## config.mk

```make
export PLATFORM = sky130hd
export DESIGN_NAME = flush_seq
export DESIGN_NICKNAME = d
export VERILOG_FILES = /design/src/rtl/flush_pkg.sv /design/src/rtl/flush_req_sync.sv /design/src/rtl/line_state_array.sv /design/src/rtl/flush_walker.sv /design/src/rtl/flush_seq.sv
export SDC_FILE = /design/constraint.sdc
export NUM_CORES = 1
export LEC_CHECK = 0
export ABC_CLOCK_PERIOD_IN_PS = 3800
export CAP_MARGIN = 5
export CORE_AREA = 5 5 123 125
export CTS_BUF_LIST = sky130_fd_sc_hd__clkbuf_8
export DETAILED_ROUTE_END_ITERATION = 10
export DIE_AREA = 0 0 128 130
export GPL_TIMING_DRIVEN = 0
export PLACE_DENSITY = 0.45
export SKIP_LAST_GASP = 1
export SYNTH_ARGS = -nofsm -noshare
export SYNTH_HDL_FRONTEND = slang
export SYNTH_SLANG_ARGS = --single-unit
```

## constraint.sdc

```tcl
create_clock -name clk -period 3.8 [get_ports clk]
set_input_delay 0.76 -clock clk [delete_from_list [all_inputs] [get_ports clk]]
set_output_delay 0.76 -clock clk [all_outputs]
set_load 0.05 [all_outputs]
```

## src/rtl/flush_pkg.sv

```systemverilog
// Shared types for the cache flush sequencer.
package flush_pkg;
    // Per-line coherence state; the encoding is visible at rd_state.
    typedef enum logic [1:0] {
        LN_INV = 2'b00,
        LN_SHR = 2'b01,
        LN_EXC = 2'b10,
        LN_MOD = 2'b11
    } line_st_e;

    // Walk controller states.
    typedef enum logic [1:0] {
        WK_IDLE,
        WK_SCAN,
        WK_WBWAIT,
        WK_DONE
    } walk_st_e;
endpackage

```

## src/rtl/flush_req_sync.sv

```systemverilog
// Brings the asynchronous flush input into the clock domain and captures
// its level as a configuration strap while reset is asserted.
// Assumes STAGES >= 2. The synchronizer chain is deliberately left
// unreset, so it carries the live input level up to the release of reset.
module flush_req_sync #(
    parameter int STAGES = 2
) (
    input  logic clk,
    input  logic rst_n,
    input  logic req_async,
    output logic req_sync,
    output logic strap
);
    logic [STAGES-1:0] chain_q;

    // Shift the raw input through the synchronizer flops.
    always_ff @(posedge clk) begin
        chain_q <= {chain_q[STAGES-2:0], req_async};
    end

    assign req_sync = chain_q[STAGES-1];

    // Follow the synchronized level during reset; freeze it once released.
    always_ff @(posedge clk) begin
        if (!rst_n) begin
            strap <= chain_q[STAGES-1];
        end
    end
endmodule

```

## src/rtl/line_state_array.sv

```systemverilog
// Behavioural per-line state store. It has one fill write port, one
// invalidate port, and two combinational read ports (observe and scan).
// Assumes the owner never fills while invalidating; invalidate wins anyway.
module line_state_array
    import flush_pkg::*;
#(
    parameter int LINES = 16,
    parameter int IDX_W = 4
) (
    input  logic             clk,
    input  logic             rst_n,
    input  logic             wr_en,
    input  logic [IDX_W-1:0] wr_idx,
    input  line_st_e         wr_st,
    input  logic             inv_en,
    input  logic [IDX_W-1:0] inv_idx,
    input  logic [IDX_W-1:0] rd_a_idx,
    output line_st_e         rd_a_st,
    input  logic [IDX_W-1:0] rd_b_idx,
    output line_st_e         rd_b_st
);
    line_st_e st_q [LINES];

    for (genvar g = 0; g < LINES; g++) begin : g_line
        // One state register per line: clear on reset or invalidate, else fill.
        always_ff @(posedge clk) begin
            if (!rst_n) begin
                st_q[g] <= LN_INV;
            end else if (inv_en && inv_idx == IDX_W'(g)) begin
                st_q[g] <= LN_INV;
            end else if (wr_en && wr_idx == IDX_W'(g)) begin
                st_q[g] <= wr_st;
            end
        end
    end

    assign rd_a_st = st_q[rd_a_idx];
    assign rd_b_st = st_q[rd_b_idx];
endmodule

```

## src/rtl/flush_walker.sv

```systemverilog
// Walk controller. On a rising synchronized request it visits every line
// in ascending order. A modified line is handed to the write-back port and
// cleared after the acknowledge; any other line is cleared at once. A
// one-cycle flush acknowledge ends the walk.
// Assumes wb_ack is only asserted while wb_req is high.
module flush_walker
    import flush_pkg::*;
#(
    parameter int LINES = 16,
    parameter int IDX_W = 4
) (
    input  logic             clk,
    input  logic             rst_n,
    input  logic             req_sync,
    input  line_st_e         scan_st,
    output logic [IDX_W-1:0] scan_idx,
    output logic             inv_en,
    output logic             wb_req,
    output logic [IDX_W-1:0] wb_idx,
    input  logic             wb_ack,
    output logic             flush_ack,
    output logic             busy
);
    localparam logic [IDX_W-1:0] LAST_IDX = IDX_W'(LINES - 1);

    walk_st_e         st_q;
    logic [IDX_W-1:0] idx_q;
    logic             req_prev_q;
    logic             wb_req_q;
    logic             start;
    logic             last;

    // Previous request level; it tracks through reset so a level held at release is no edge.
    always_ff @(posedge clk) begin
        req_prev_q <= req_sync;
    end

    assign start = req_sync && !req_prev_q && (st_q == WK_IDLE);
    assign last  = (idx_q == LAST_IDX);

    // Walk state machine: scan, wait for write-back, acknowledge.
    always_ff @(posedge clk) begin
        if (!rst_n) begin
            st_q     <= WK_IDLE;
            idx_q    <= '0;
            wb_req_q <= 1'b0;
        end else begin
            case (st_q)
                WK_IDLE: begin
                    if (start) begin
                        st_q  <= WK_SCAN;
                        idx_q <= '0;
                    end
                end
                WK_SCAN: begin
                    if (scan_st == LN_MOD) begin
                        wb_req_q <= 1'b1;
                        st_q     <= WK_WBWAIT;
                    end else if (last) begin
                        st_q <= WK_DONE;
                    end else begin
                        idx_q <= idx_q + 1'b1;
                    end
                end
                WK_WBWAIT: begin
                    if (wb_ack) begin
                        wb_req_q <= 1'b0;
                        if (last) begin
                            st_q <= WK_DONE;
                        end else begin
                            idx_q <= idx_q + 1'b1;
                            st_q  <= WK_SCAN;
                        end
                    end
                end
                default: begin
                    st_q <= WK_IDLE;
                end
            endcase
        end
    end

    // Clear a clean line while scanning it, or a dirty line once its write-back completes.
    always_comb begin
        inv_en = ((st_q == WK_SCAN) && (scan_st != LN_MOD)) ||
                 ((st_q == WK_WBWAIT) && wb_ack);
    end

    assign scan_idx  = idx_q;
    assign wb_idx    = idx_q;
    assign wb_req    = wb_req_q;
    assign flush_ack = (st_q == WK_DONE);
    assign busy      = (st_q != WK_IDLE);
endmodule

```

## src/rtl/flush_seq.sv

```systemverilog
// Cache flush sequencer top. It ties together the request synchronizer,
// the line state array and the walk controller, and applies the fill
// lockout. Assumes fills come from a single requester.
module flush_seq #(
    parameter int LINES       = 16,
    parameter int SYNC_STAGES = 2,
    localparam int IDX_W      = $clog2(LINES)
) (
    input  logic             clk,
    input  logic             rst_n,
    input  logic             flush_in,
    output logic             strap_cfg,
    output logic             alloc_lock,
    input  logic             fill_valid,
    input  logic [IDX_W-1:0] fill_idx,
    input  logic [1:0]       fill_state,
    output logic             fill_accept,
    input  logic [IDX_W-1:0] rd_idx,
    output logic [1:0]       rd_state,
    output logic             wb_req,
    output logic [IDX_W-1:0] wb_idx,
    input  logic             wb_ack,
    output logic             flush_ack
);
    import flush_pkg::*;

    logic             req_sync;
    logic             walk_busy;
    logic             inv_en;
    logic [IDX_W-1:0] scan_idx;
    line_st_e         scan_st;
    line_st_e         obs_st;

    flush_req_sync #(.STAGES(SYNC_STAGES)) u_sync (
        .clk      (clk),
        .rst_n    (rst_n),
        .req_async(flush_in),
        .req_sync (req_sync),
        .strap    (strap_cfg)
    );

    // Fills are refused while the request is held or a walk is in progress.
    always_comb begin
        alloc_lock  = req_sync || walk_busy;
        fill_accept = fill_valid && !alloc_lock;
    end

    line_state_array #(.LINES(LINES), .IDX_W(IDX_W)) u_arr (
        .clk     (clk),
        .rst_n   (rst_n),
        .wr_en   (fill_accept),
        .wr_idx  (fill_idx),
        .wr_st   (line_st_e'(fill_state)),
        .inv_en  (inv_en),
        .inv_idx (scan_idx),
        .rd_a_idx(rd_idx),
        .rd_a_st (obs_st),
        .rd_b_idx(scan_idx),
        .rd_b_st (scan_st)
    );

    assign rd_state = obs_st;

    flush_walker #(.LINES(LINES), .IDX_W(IDX_W)) u_walk (
        .clk      (clk),
        .rst_n    (rst_n),
        .req_sync (req_sync),
        .scan_st  (scan_st),
        .scan_idx (scan_idx),
        .inv_en   (inv_en),
        .wb_req   (wb_req),
        .wb_idx   (wb_idx),
        .wb_ack   (wb_ack),
        .flush_ack(flush_ack),
        .busy     (walk_busy)
    );
endmodule

```

==> metrics.cfg <==
[floorplanning]
core_sq_um = 13800
die-width_um = 128
num_rows = 43
ios = 26
die_h_um = 130
start_util = 0.235
die_area_sq_um = 16600

[logic_synthesis]
synthCells = 319
yosysTopAreaCell = edfxtp_1
avgSynthCellArea_sq_um = 10.1
synth_most_common_cell = nand2_1
yosys_warnings = 0
ys_ff_latch = 47
ys_seq_area_frac = 0.393
netlist_area_sq_um = 3230
yosysUniqueCellTypes = 58
synth_edf_count = 33
synth_area_leaders = edfxtp_1, dfxtp_1, mux4_2
synthDominantCellAreaShare = 0.307
synth_ff_type = edfxtp_1
yosys-top-cells-count = nand2_1, edfxtp_1, nor2_1, clkbuf_1, nand3_1
syn_nets = 342
async_flop_share = 0

[power]
clkPwrFrac = 0.244
total_power_uw = 1500
p_sw_uw = 539
ir_drop_mv = 0.226
combPwrFrac = 0.336
seq_power_share = 0.419
swShare = 0.359
p_int_uw = 962
leakage_uw = 0.00125
powerDensity_nw_per_um2 = 398

[global_route]
grt_use_total = 0.120
grt_pass1_vias = 2654
grt_max_degree = 15
grt_pass1_wl_um = 15400
grt_overflow_total = 0
antenna_found_initial = 0

[sta]
final-setup-viol-count = 0
max_freq_mhz = 282
tightest_slew_ns = 0.617
fin_crit_sh = 0.933
min_period_ns = 3.55
hold_viol = 0
hold-worst-slack_ns = 0.334
fin_worst_skew_ns = 0.0111
relSlewSlack = 0.589
drv_slew = 0
rsz0062_at_grt = no

[layout]
areaGrowthSynthToFinish_pct = 16.8
stdcell_area_sq_um = 3780
nets = 370
drive_gt1_frac = 0.124
diodes = 0

[route]
wl_per_cell_um = 18.8
vias_per_cell = 5.16
drc = 0
drt-pass1-iter-count = 4
dr_total_vias = 2717
drt_iter0_markers = 206
finalWirelength_um = 9910
ant_nets = 0

[placement]
port_buffers = 21
dpl.hpwl_um = 8070
gp_congestion = 0.883
placed_area_sq_um = 3670

[worst_hold_path]
hold_path.startpoint = u_sync.chain_q[0]$_DFF_P_
min_path_type = reg2reg

[job]
drv_cap = 0

[cts]
cts_buffer_depth = 2
ctsRootBufferMaster = clkbuf_8
cts_buffers = 5
clock-sinks = 47
insertion_delay_ns = 0.30
clk_pin_slew_ns = 0.09
cts_setup_buffers = 0
htreeDepth = 2
tritoncts = done

[critical_path]
endpoint_kind = output pin
cp.arrival_ns = 2.79
cp-startpoint = rd_idx[0]
critical_path.max_fanout = 8
max_stage_delay_ns = 0.71
cp_cell_sequence = clkbuf_2 > mux4_2 > mux4_2 > clkdlybuf4s50_1
cp_common_cell = mux4_2
cp.required_ns = 3.04
crit_type = in2out
critPathLaunchType = input pin
critPathSlowestCell = clkdlybuf4s50_1

[outcome]
status = complete, no violations

## timing repair
item | 4_1_cts | 5_1_grt
hold buffers | 0 | 0
setup endpoints to repair | 2 | 0
gates resized for setup | 1 | 0
## stage by stage
step	instances	setup WS, ns	TNS, ns	util
after floorplan	319	0.677	0	-
after global placement	520	-0.0420	-0.0834	0.266
after detailed placement	520	-0.0560	-0.101	0.266
after CTS	527	0.221	0	0.274
after global routing	527	0.161	0	0.274
final	527	0.254	0	0.274
## logic make-up after synthesis
kind of cell / after synthesis / share of synthesized area
AND/OR/NAND/NOR: 155 / 0.296
AO/OA/AOI/OAI: 67 / 0.161
flip-flops: 47 / 0.393
buffers and inverters: 32 / 0.0491
multiplexers: 10 / 0.0697
adder cells (fa/ha/maj): 8 / 0.0310
## critical path: cells and delay by family
| family | cells | cell delay [ns] |
|---|---|---|
| multiplexers | 2 | 1.03 |
| buffers and inverters | 2 | 0.99 |
## worst paths after layout
check,end,slack (ns),cells after the start
worst min register to register,u_sync.chain_q[1]$_DFF_P_,0.33,0
worst min-delay path,u_sync.chain_q[1]$_DFF_P_,0.33,0
worst max register to register,u_arr.st_q[9][1]$_SDFFCE_PN0P_,1.20,7
worst max-delay path,rd_state[0],0.25,4
## layout make-up
type / count / area (sq um)
Fill cell: 1494 / 10000
Multi-Input combinational cell: 240 / 1800
Sequential cell: 47 / 1270
Tap cell: 180 / 225
Timing Repair Buffer: 21 / 210
Buffer: 22 / 123
Clock buffer: 5 / 68.8
Clock inverter: 2 / 37.5
Inverter: 10 / 37.5
## layout by cell type (no fill, tap or decap), drive strengths merged, types with 6 or more instances in the layout
cell type,n
nand2b,7
dfxtp,14
o21ai,12
ha,8
nor3,6
a21oi,14
o2111ai,6
nand3,22
a2111oi,6
nor4bb,8
a211o,6
clkdlybuf4s50,21
inv,10
nor4b,6
clkbuf,23
nand4,10
nand2,34
edfxtp,33
nor2,21
and2,8
mux4,10
or3,9
## registers in the layout, summed over array words and instances, names as in the netlist, named ones only
register / count
u_walk.wb_req: 1
u_walk.st_q: 2
u_arr.st_q: 32
u_walk.scan_idx: 4
u_sync.strap: 1
u_walk.req_prev_q: 1
u_sync.chain_q: 2
## power groups by stage
| stage | clock, uW | sequential, uW | combinational, uW |
|---|---|---|---|
| final | 367 | 629 | 505 |
| after global routing | 398 | 634 | 548 |
| after CTS | 377 | 629 | 505 |
| after detailed placement | 0 | 640 | 502 |
| after global placement | 0 | 640 | 503 |
| after floorplan | 0 | 657 | 328 |
## metal layers
| layer | vias up | routed length, um | track usage |
|---|---|---|---|
| li1 | 1298 | - | - |
| met2 | 85 | 4410 | 0.185 |
| met3 | 19 | 428 | 0.0180 |
| met1 | 1315 | 4830 | 0.173 |
| met4 | 0 | 243 | 0.0406 |
| met5 | - | 0 | 0 |
Power figures use the tool's default switching activity.
